**src/rtl/gtm_pkg.sv**
```systemverilog
package gtm_pkg;
  localparam int N_SRC = 8;
  localparam int SEL_W = $clog2(N_SRC);
  localparam int PRE_W = 2;
  localparam int N_INT = N_SRC - 1;

  typedef enum logic [1:0] {
    MODE_ONESHOT = 2'd0,
    MODE_RATE    = 2'd1,
    MODE_SQUARE  = 2'd2,
    MODE_RETRIG  = 2'd3
  } gtm_mode_e;

  typedef struct packed {
    logic             inv;
    logic [PRE_W-1:0] presc;
    logic [SEL_W-1:0] src;
    gtm_mode_e        mode;
    logic             start;
  } gtm_ctrl_t;

  localparam int CTRL_W = $bits(gtm_ctrl_t);
endpackage

```
**src/rtl/gtm_regs.sv**
```systemverilog
module gtm_regs
  import gtm_pkg::*;
#(
  parameter int CNT_W = 16
) (
  input  logic             clk_i,
  input  logic             rst_ni,
  input  logic             wr_en_i,
  input  logic             wr_addr_i,
  input  logic [CNT_W-1:0] wr_data_i,
  output logic [CNT_W-1:0] reload_o,
  output gtm_ctrl_t        ctrl_o,
  output gtm_ctrl_t        ctrl_new_o,
  output logic             ctrl_wr_o
);
  logic unused_hi;

  assign ctrl_new_o = gtm_ctrl_t'(wr_data_i[CTRL_W-1:0]);
  assign ctrl_wr_o  = wr_en_i & wr_addr_i;
  assign unused_hi  = ^wr_data_i[CNT_W-1:CTRL_W];

  always_ff @(posedge clk_i or negedge rst_ni) begin
    if (!rst_ni) begin
      reload_o <= '0;
      ctrl_o   <= '0;
    end else if (wr_en_i) begin
      if (wr_addr_i) ctrl_o   <= ctrl_new_o;
      else           reload_o <= wr_data_i;
    end
  end
endmodule

```
**src/rtl/gtm_clk_sel.sv**
```systemverilog
module gtm_clk_sel
  import gtm_pkg::*;
(
  input  logic             clk_i,
  input  logic             rst_ni,
  input  logic             ext_tck_i,
  input  logic [N_INT-1:0] int_stb_i,
  input  logic [SEL_W-1:0] src_i,
  input  logic [PRE_W-1:0] presc_i,
  input  logic             clr_i,
  output logic             sel_stb_o,
  output logic             tick_o
);
  localparam int PCNT_W = (1 << PRE_W) - 1;

  logic              ext_q;
  logic [N_SRC-1:0]  srcs;
  logic [PCNT_W-1:0] pcnt_q;
  logic [PCNT_W-1:0] mask;

  assign srcs      = {int_stb_i, ext_tck_i & ~ext_q};
  assign sel_stb_o = srcs[src_i];

  always_comb begin
    for (int i = 0; i < PCNT_W; i++) mask[i] = (i < int'(presc_i));
  end

  assign tick_o = sel_stb_o & ((pcnt_q & mask) == mask);

  always_ff @(posedge clk_i or negedge rst_ni) begin
    if (!rst_ni) begin
      ext_q  <= 1'b0;
      pcnt_q <= '0;
    end else begin
      ext_q <= ext_tck_i;
      if (clr_i)          pcnt_q <= '0;
      else if (sel_stb_o) pcnt_q <= pcnt_q + 1'b1;
    end
  end
endmodule

```
**src/rtl/gtm_gate.sv**
```systemverilog
module gtm_gate (
  input  logic clk_i,
  input  logic rst_ni,
  input  logic gate_i,
  output logic en_o,
  output logic trig_o
);
  logic gate_q;

  assign en_o   = ~gate_i;
  assign trig_o = gate_i & ~gate_q;

  // reset high: no false trigger on a gate already high
  always_ff @(posedge clk_i or negedge rst_ni) begin
    if (!rst_ni) gate_q <= 1'b1;
    else         gate_q <= gate_i;
  end
endmodule

```
**src/rtl/gtm_core.sv**
```systemverilog
module gtm_core
  import gtm_pkg::*;
#(
  parameter int CNT_W = 16
) (
  input  logic             clk_i,
  input  logic             rst_ni,
  input  logic [CNT_W-1:0] reload_i,
  input  gtm_mode_e        mode_i,
  input  logic             ctrl_wr_i,
  input  logic             new_start_i,
  input  gtm_mode_e        new_mode_i,
  input  logic             tick_i,
  input  logic             gate_en_i,
  input  logic             trig_i,
  output logic [CNT_W-1:0] cnt_o,
  output logic             act_o,
  output logic             tc_o
);
  logic run_q, armed_q;
  logic step, term;

  assign step = run_q & tick_i & ((mode_i == MODE_RETRIG) | gate_en_i);
  assign term = (cnt_o <= CNT_W'(1));

  always_ff @(posedge clk_i or negedge rst_ni) begin
    if (!rst_ni) begin
      cnt_o   <= '0;
      act_o   <= 1'b0;
      tc_o    <= 1'b0;
      run_q   <= 1'b0;
      armed_q <= 1'b0;
    end else begin
      tc_o <= 1'b0;
      if (ctrl_wr_i) begin
        act_o   <= 1'b0;
        armed_q <= new_start_i;
        run_q   <= new_start_i & (new_mode_i != MODE_RETRIG);
        if (new_start_i) cnt_o <= reload_i;
      end else if (trig_i && armed_q && mode_i == MODE_RETRIG) begin
        cnt_o <= reload_i;
        run_q <= 1'b1;
        act_o <= 1'b1;
      end else if (step) begin
        if (term) begin
          tc_o <= 1'b1;
          unique case (mode_i)
            MODE_ONESHOT: begin cnt_o <= '0;       run_q <= 1'b0; act_o <= 1'b1;   end
            MODE_RATE:    begin cnt_o <= reload_i;                act_o <= 1'b1;   end
            MODE_SQUARE:  begin cnt_o <= reload_i;                act_o <= ~act_o; end
            MODE_RETRIG:  begin cnt_o <= '0;       run_q <= 1'b0; act_o <= 1'b0;   end
            default:      ;
          endcase
        end else begin
          cnt_o <= cnt_o - 1'b1;
          if (mode_i == MODE_RATE) act_o <= 1'b0;
        end
      end
    end
  end
endmodule

```
**src/rtl/gate_timer16.sv**
```systemverilog
module gate_timer16
  import gtm_pkg::*;
#(
  parameter int CNT_W = 16
) (
  input  logic             clk_i,
  input  logic             rst_ni,
  input  logic             wr_en_i,
  input  logic             wr_addr_i,
  input  logic [CNT_W-1:0] wr_data_i,
  input  logic             ext_tck_i,
  input  logic [N_INT-1:0] int_stb_i,
  input  logic             gate_i,
  output logic [CNT_W-1:0] count_o,
  output logic             timer_o,
  output logic             tc_o
);
  logic [CNT_W-1:0] reload;
  gtm_ctrl_t        ctrl_q, ctrl_new;
  logic             ctrl_wr, sel_stb, tick, gate_en, trig, act;

  gtm_regs #(.CNT_W(CNT_W)) u_regs (
    .clk_i, .rst_ni, .wr_en_i, .wr_addr_i, .wr_data_i,
    .reload_o(reload), .ctrl_o(ctrl_q), .ctrl_new_o(ctrl_new), .ctrl_wr_o(ctrl_wr)
  );

  gtm_clk_sel u_clk_sel (
    .clk_i, .rst_ni, .ext_tck_i, .int_stb_i,
    .src_i(ctrl_q.src), .presc_i(ctrl_q.presc), .clr_i(ctrl_wr),
    .sel_stb_o(sel_stb), .tick_o(tick)
  );

  gtm_gate u_gate (
    .clk_i, .rst_ni, .gate_i, .en_o(gate_en), .trig_o(trig)
  );

  gtm_core #(.CNT_W(CNT_W)) u_core (
    .clk_i, .rst_ni,
    .reload_i(reload), .mode_i(ctrl_q.mode),
    .ctrl_wr_i(ctrl_wr), .new_start_i(ctrl_new.start), .new_mode_i(ctrl_new.mode),
    .tick_i(tick), .gate_en_i(gate_en), .trig_i(trig),
    .cnt_o(count_o), .act_o(act), .tc_o
  );

  assign timer_o = act ^ ctrl_q.inv;
endmodule

```
**config.mk**
```make
export PLATFORM = sky130hd
export DESIGN_NAME = gate_timer16
export DESIGN_NICKNAME = d
export VERILOG_FILES = /design/src/rtl/gtm_pkg.sv /design/src/rtl/gtm_regs.sv /design/src/rtl/gtm_clk_sel.sv /design/src/rtl/gtm_gate.sv /design/src/rtl/gtm_core.sv /design/src/rtl/gate_timer16.sv
export SDC_FILE = /design/constraint.sdc
export NUM_CORES = 1
export LEC_CHECK = 0
export CAP_MARGIN = 5
export CORE_ASPECT_RATIO = 0.7
export CORE_MARGIN = 5
export CORE_UTILIZATION = 59
export CTS_BUF_LIST = sky130_fd_sc_hd__clkbuf_8
export CTS_CLUSTER_DIAMETER = 120
export CTS_CLUSTER_SIZE = 20
export DETAILED_ROUTE_END_ITERATION = 10
export PLACE_DENSITY = 0.88
export SETUP_SLACK_MARGIN = 0.05
export SLEW_MARGIN = 25
export SYNTH_ARGS = -nofsm -noshare
export SYNTH_HDL_FRONTEND = slang
export SYNTH_HIERARCHICAL = 1
export SYNTH_SLANG_ARGS = --single-unit
export TNS_END_PERCENT = 5
```
**constraint.sdc**
```tcl
create_clock -name clk_i -period 3.7 [get_ports clk_i]
set_input_delay 0.74 -clock clk_i [delete_from_list [all_inputs] [get_ports clk_i]]
set_output_delay 0.74 -clock clk_i [all_outputs]
set_load 0.01 [all_outputs]
```
== Word-level counts from Yosys, hierarchy flattened ==
Cells that the tools add are included.

* Multipliers: 0
* Eq/ne operators: 6
* $add $sub $neg: 2
* Magnitude comparators: 5
* Divide/modulo/power cells: 0
* Bitwise logic cells: 15
* Shift-type cells: 0
* Multiplexer cells: 25
* Reduce and logical (&&, ||, !) cells: 16

{| class="wikitable"
|+ Operators with widths
! kind !! count
|-
| 16-bit 2-to-1 mux || 5
|-
| 16-bit case mux with 2 select lines || 1
|-
| 16-bit by 1-bit less-or-equal comparator with 1-bit output (second input constant) || 1
|-
| 16-bit by 1-bit subtractor with 16-bit output (second input constant) || 1
|-
| 1-bit 2-to-1 mux || 15
|-
| 3-bit nonzero test || 3
|-
| 2-bit AND reduction || 4
|-
| 1-bit bitwise AND || 7
|-
| 3-bit 2-to-1 mux || 2
|-
| 2-bit OR reduction || 3
|-
| 1-bit NOT || 5
|-
| 2-bit == test (second input constant) || 2
|-
| 1-bit by 2-bit less-than comparator with 1-bit output (first input constant) || 2
|-
| 3-bit by 4-bit less-than comparator with 1-bit output (second input constant) || 1
|-
| 2-bit != test (second input constant) || 2
|-
| 4-bit nonzero test || 1
|-
| 3-bit by 1-bit adder with 3-bit output (second input constant) || 1
|-
| 3-bit bitwise AND || 1
|-
| 1-bit binary-select mux with 3-bit select || 1
|-
| 3-bit == test || 1
|-
| 1-bit case mux with 3 select lines || 1
|-
| 3-bit AND reduction || 1
|-
| 2-bit by 1-bit == test with 1-bit output (second input constant) || 1
|-
| 1-bit logical AND || 2
|-
| other kinds (5) || 5
|}

* Input bits: 29
* Memory bits (read-only): 0
* Output and inout bits: 18
* Word-level logic and storage cells: 82
* RAM bits: 0
* Register bits after elaboration: 49
* Memories kept: 0
* Latch bits: 0

== Depth between registers and ports, before layout ==
* Depth after elaboration: 10
* Depth in mapped cells: 10
* Mapped depth without buffers: 9

== Cells and area by module ==
The synthesis kept the hierarchy.

{| class="wikitable"
|+ By module, submodules not included
! module !! times used !! area each (µm²) !! cells an instance !! sequential area each (µm²)
|-
| gtm_core || 1 || 1335.0 || 140 || 500.5
|-
| gtm_regs || 1 || 1067.3 || 64 || 625.6
|-
| gtm_clk_sel || 1 || 301.5 || 30 || 100.1
|-
| gtm_gate || 1 || 43.8 || 3 || 26.3
|-
| gate_timer16 || 1 || 8.8 || 1 || 0.0
|}

== Worst setup path before layout ==
OpenSTA, ideal clock, no wires.

* Path kind: input port to flip-flop
* From: input ext_tck_i
* To: register u_core.cnt_o[8]
* Arrival time: 2.664 ns
* Cell stages on the path: 9
* Library setup time: 0.126 ns
* Setup slack: 0.910 ns
* Required time: 3.574 ns
* Path through: or3b_1 a221oi_2 a21oi_2 a211oi_1 o211a_1 o31a_2 clkbuf_1 o21ai_0 a221o_1

* Cells in the longest elaborated chain, start to end: 8

{| class="wikitable"
|+ Ends and longest elaborated chain
! what !! line !! text
|-
| start, declared || gate_timer16.sv:11 || <nowiki>input logic ext_tck_i,</nowiki>
|-
| 1-bit bitwise AND || gtm_clk_sel.sv:21 || <nowiki>assign srcs = {int_stb_i, ext_tck_i & ~ext_q};</nowiki>
|-
| 1-bit binary-select mux with 3-bit select || gtm_clk_sel.sv:22 || <nowiki>assign sel_stb_o = srcs[src_i];</nowiki>
|-
| 1-bit 2-to-1 mux (implied by the code) || gtm_clk_sel.sv:22 ||
|-
| 1-bit bitwise AND || gtm_clk_sel.sv:28 || <nowiki>assign tick_o = sel_stb_o & ((pcnt_q & mask) == mask);</nowiki>
|-
| named net tick || gate_timer16.sv:20 || <nowiki>logic ctrl_wr, sel_stb, tick, gate_en, trig, act;</nowiki>
|-
| 1-bit bitwise AND (2 in series) || gtm_core.sv:23 || <nowiki>assign step = run_q & tick_i & ((mode_i == MODE_RETRIG) | gate_en_i);</nowiki>
|-
| 3-bit nonzero test (no source line) || - ||
|-
| 2-bit AND reduction (no source line) || - ||
|-
| end signal, assigned || gtm_core.sv:39 || <nowiki>if (new_start_i) cnt_o <= reload_i;</nowiki>
|-
| end signal, assigned || gtm_core.sv:41 || <nowiki>cnt_o <= reload_i;</nowiki>
|-
| end signal, assigned || gtm_core.sv:50 || <nowiki>MODE_SQUARE: begin cnt_o <= reload_i; act_o <= ~act_o; end</nowiki>
|-
| end, declared || gtm_core.sv:16 || <nowiki>output logic [CNT_W-1:0] cnt_o,</nowiki>
|}

The timed path passes the listed nets, and every way through them passes these cells. The select of a mux whose other input is x is not followed.
A chain may end at the register's enable or synchronous reset.

== Worst setup path after layout ==
* From: input ext_tck_i
* To: register u_core.cnt_o[4]

Same word-level chain as after synthesis.

==> flow_summary.toml <==
[placed_design]
detailed_place_hpwl_um = 4196
gp_congestion = 0.8478
dp_slack_ns = 0.1687
io_buffer_count = 46

[pwr]
comb_power_share_pct = 39.0
p_total_mw = 1.908
power.leakage_nw = 1.376
pwr_density_cell_nw_per_um2 = 597.3
p_int_mw = 1.225
ir_drop_mv = 0.3717
switchingPower_mw = 0.6832
swShare_pct = 35.81
seq_power_share_pct = 44.8
power_frac_clock_pct = 16.2

[sta]
rsz0062_at_grt = "false"
finalSetupTns_ns = 0
hold_violations = 0
final.setup.worst_slack_ns = 0.4422
fmax_mhz = 307.0
drv_slew = 0
worstMarginPinSlew_ns = 0.8355
period_minus_slack_ns = 3.258
maxSlewHeadroom_pct = 43.82
finalSetupViolCount = 0
finClkSkew_ns = 0.007804
whs_ns = 0.4419
period_share_pct = 88.05

[min_path]
min_path_type = "primary input to asynchronous set/reset pin"

[global_routing]
overflow = 0
grt_max_degree = 50
antenna_found_initial = 0
grt_usage_pct = 20.25
grt_pass1_wl_um = 9673
first_global_vias = 2009

[routing]
vias_per_cell = 6.207
post_drt_wl_per_cell_um = 17.76
drcViolationCount = 0
vias = 2036
drtIter0Drc = 226
drtAntennaViolNets = 0
drt_pass1_iterations = 4
drt-total-wl_um = 5825

[floorplan]
initial_utilization_pct = 61.35
dieArea_um2 = 5995
die_w_um = 90.43
rows = 20
fp.dieH_um = 66.30
core_area_um2 = 4354
io_pins = 47

[clocking]
cts_setup_buffers = 0
cts_hold_buf = 0
cts.sinks = 49
root_buffer = "clkbuf_8"
cts_resized = 0
clk_pin_slew_ns = 0.09
cts_tree = "done"
cts_max_level = 2
clockBufferDepth = 2
numCtsBuffers = 5
clkLatencyLatePin_ns = 0.30

[run]
maxCapViolations = 0

[worst_setup_path]
endpoint_kind = "flip-flop"
reg2reg_slack_ns = 0.88
worstPathMaxFanout = 16
rr_worst_depth = 7
critPathMaxStageDelay_ns = 0.48
path_cells = "clkdlybuf4s50_1 -> or3b_1 -> a221oi_2 -> a21oi_2 -> a211oi_1 -> o211a_1 -> o31a_2 -> o211ai_4 -> nor4_1 -> a221o_1"
regToRegEndpoint = "u_core/run_q"
path_buf_inv = 1
cp-start-kind = "primary input"
worstPathRequired_ns = 3.94
cpMaxStageDelayCell = "clkdlybuf4s50_1"
critical_path_class = "primary input to flip-flop"
reg2reg_from = "u_regs/ctrl_o[3]"
crit_family = "compound AO/OA/AOI/OAI gates"
cp.arrival_ns = 3.49

[layout]
final_nets = 308
drive_gt1_share_pct = 18.68
antennaDiodeCount = 0
area_growth_pct = 19.58

[yosys]
syn-num-nets = 264
ys_warn_count = 6
postSynthCellCount = 229
syn_area_um2 = 2671
avgSynthCellArea_um2 = 11.67

[outcome]
outcome = "completed"
-- cells in the final DEF, fill, tap and decap left out, drive strengths merged, types with 6 or more instances in the layout --
cell type,n
nand2b,6
clkdlybuf4s50,45
nand2,13
nor3,10
mux2,26
inv,9
o21ai,9
a21oi,6
nor4,7
clkbuf,6
a211o,7
ha,6
nor2b,6
a221o,7
dfrtp,48
nor2,17
-- flip-flops by register name, indices dropped and copies added, names as in the netlist --
signal / count
u_regs/ctrl_o: 8
u_clk_sel/ext_q: 1
u_core/act_o: 1
u_clk_sel/pcnt_q: 3
u_core/cnt_o: 16
u_gate/gate_q: 1
u_regs/reload_o: 16
u_core/run_q: 1
u_core/armed_q: 1
u_core/tc_o: 1
-- how the worst max path moves through the flow --
stage | from | endpoint | depth (start not counted)
2_1_floorplan | ext_tck_i | u_core/cnt_o[8] | 9
3_3_place_gp | ext_tck_i | u_core/cnt_o[7] | 10
3_5_place_dp | ext_tck_i | u_core/cnt_o[4] | 10
4_1_cts | ext_tck_i | u_core/cnt_o[4] | 10
5_1_grt | ext_tck_i | u_core/cnt_o[4] | 10
6_report | ext_tck_i | u_core/cnt_o[4] | 10
-- metal layers --
metal | vias to the layer above | part of all wire [%] | track usage (%)
met5 | - | 0 | 0
met2 | 83 | 45 | 32.30
met4 | 0 | 1.3 | 6.506
met1 | 1004 | 47 | 27.10
met3 | 9 | 6.8 | 5.347
li1 | 940 | - | -
-- stage by stage --
step           utilization, %  cell area (um2)  cells
2_1_floorplan               -             2671    229
3_3_place_gp            71.32             3105    321
3_5_place_dp            71.38             3108    321
4_1_cts                 73.36             3194    328
5_1_grt                 73.36             3194    328
6_report                73.36             3194    328
-- power by group through the flow --
stage / Sequential [mW] / Combinational [mW] / Clock [mW]
after floorplan: 0.857 / 0.424 / 0
after global placement: 0.854 / 0.717 / 0
after detailed placement: 0.859 / 0.739 / 0
after CTS: 0.852 / 0.744 / 0.320
after global routing: 0.879 / 0.800 / 0.348
final: 0.855 / 0.745 / 0.308
-- final cells by class --
cell class,count,area [um2]
inverters,8,30.03
well taps,55,68.82
clock inverters,1,3.754
repair buffers,47,465.4
flip-flops and latches,49,1227
clock buffers,6,82.58
multi-input cells,162,1316
fillers,305,1160
Note: power is estimated with default switching activity, not from simulation.
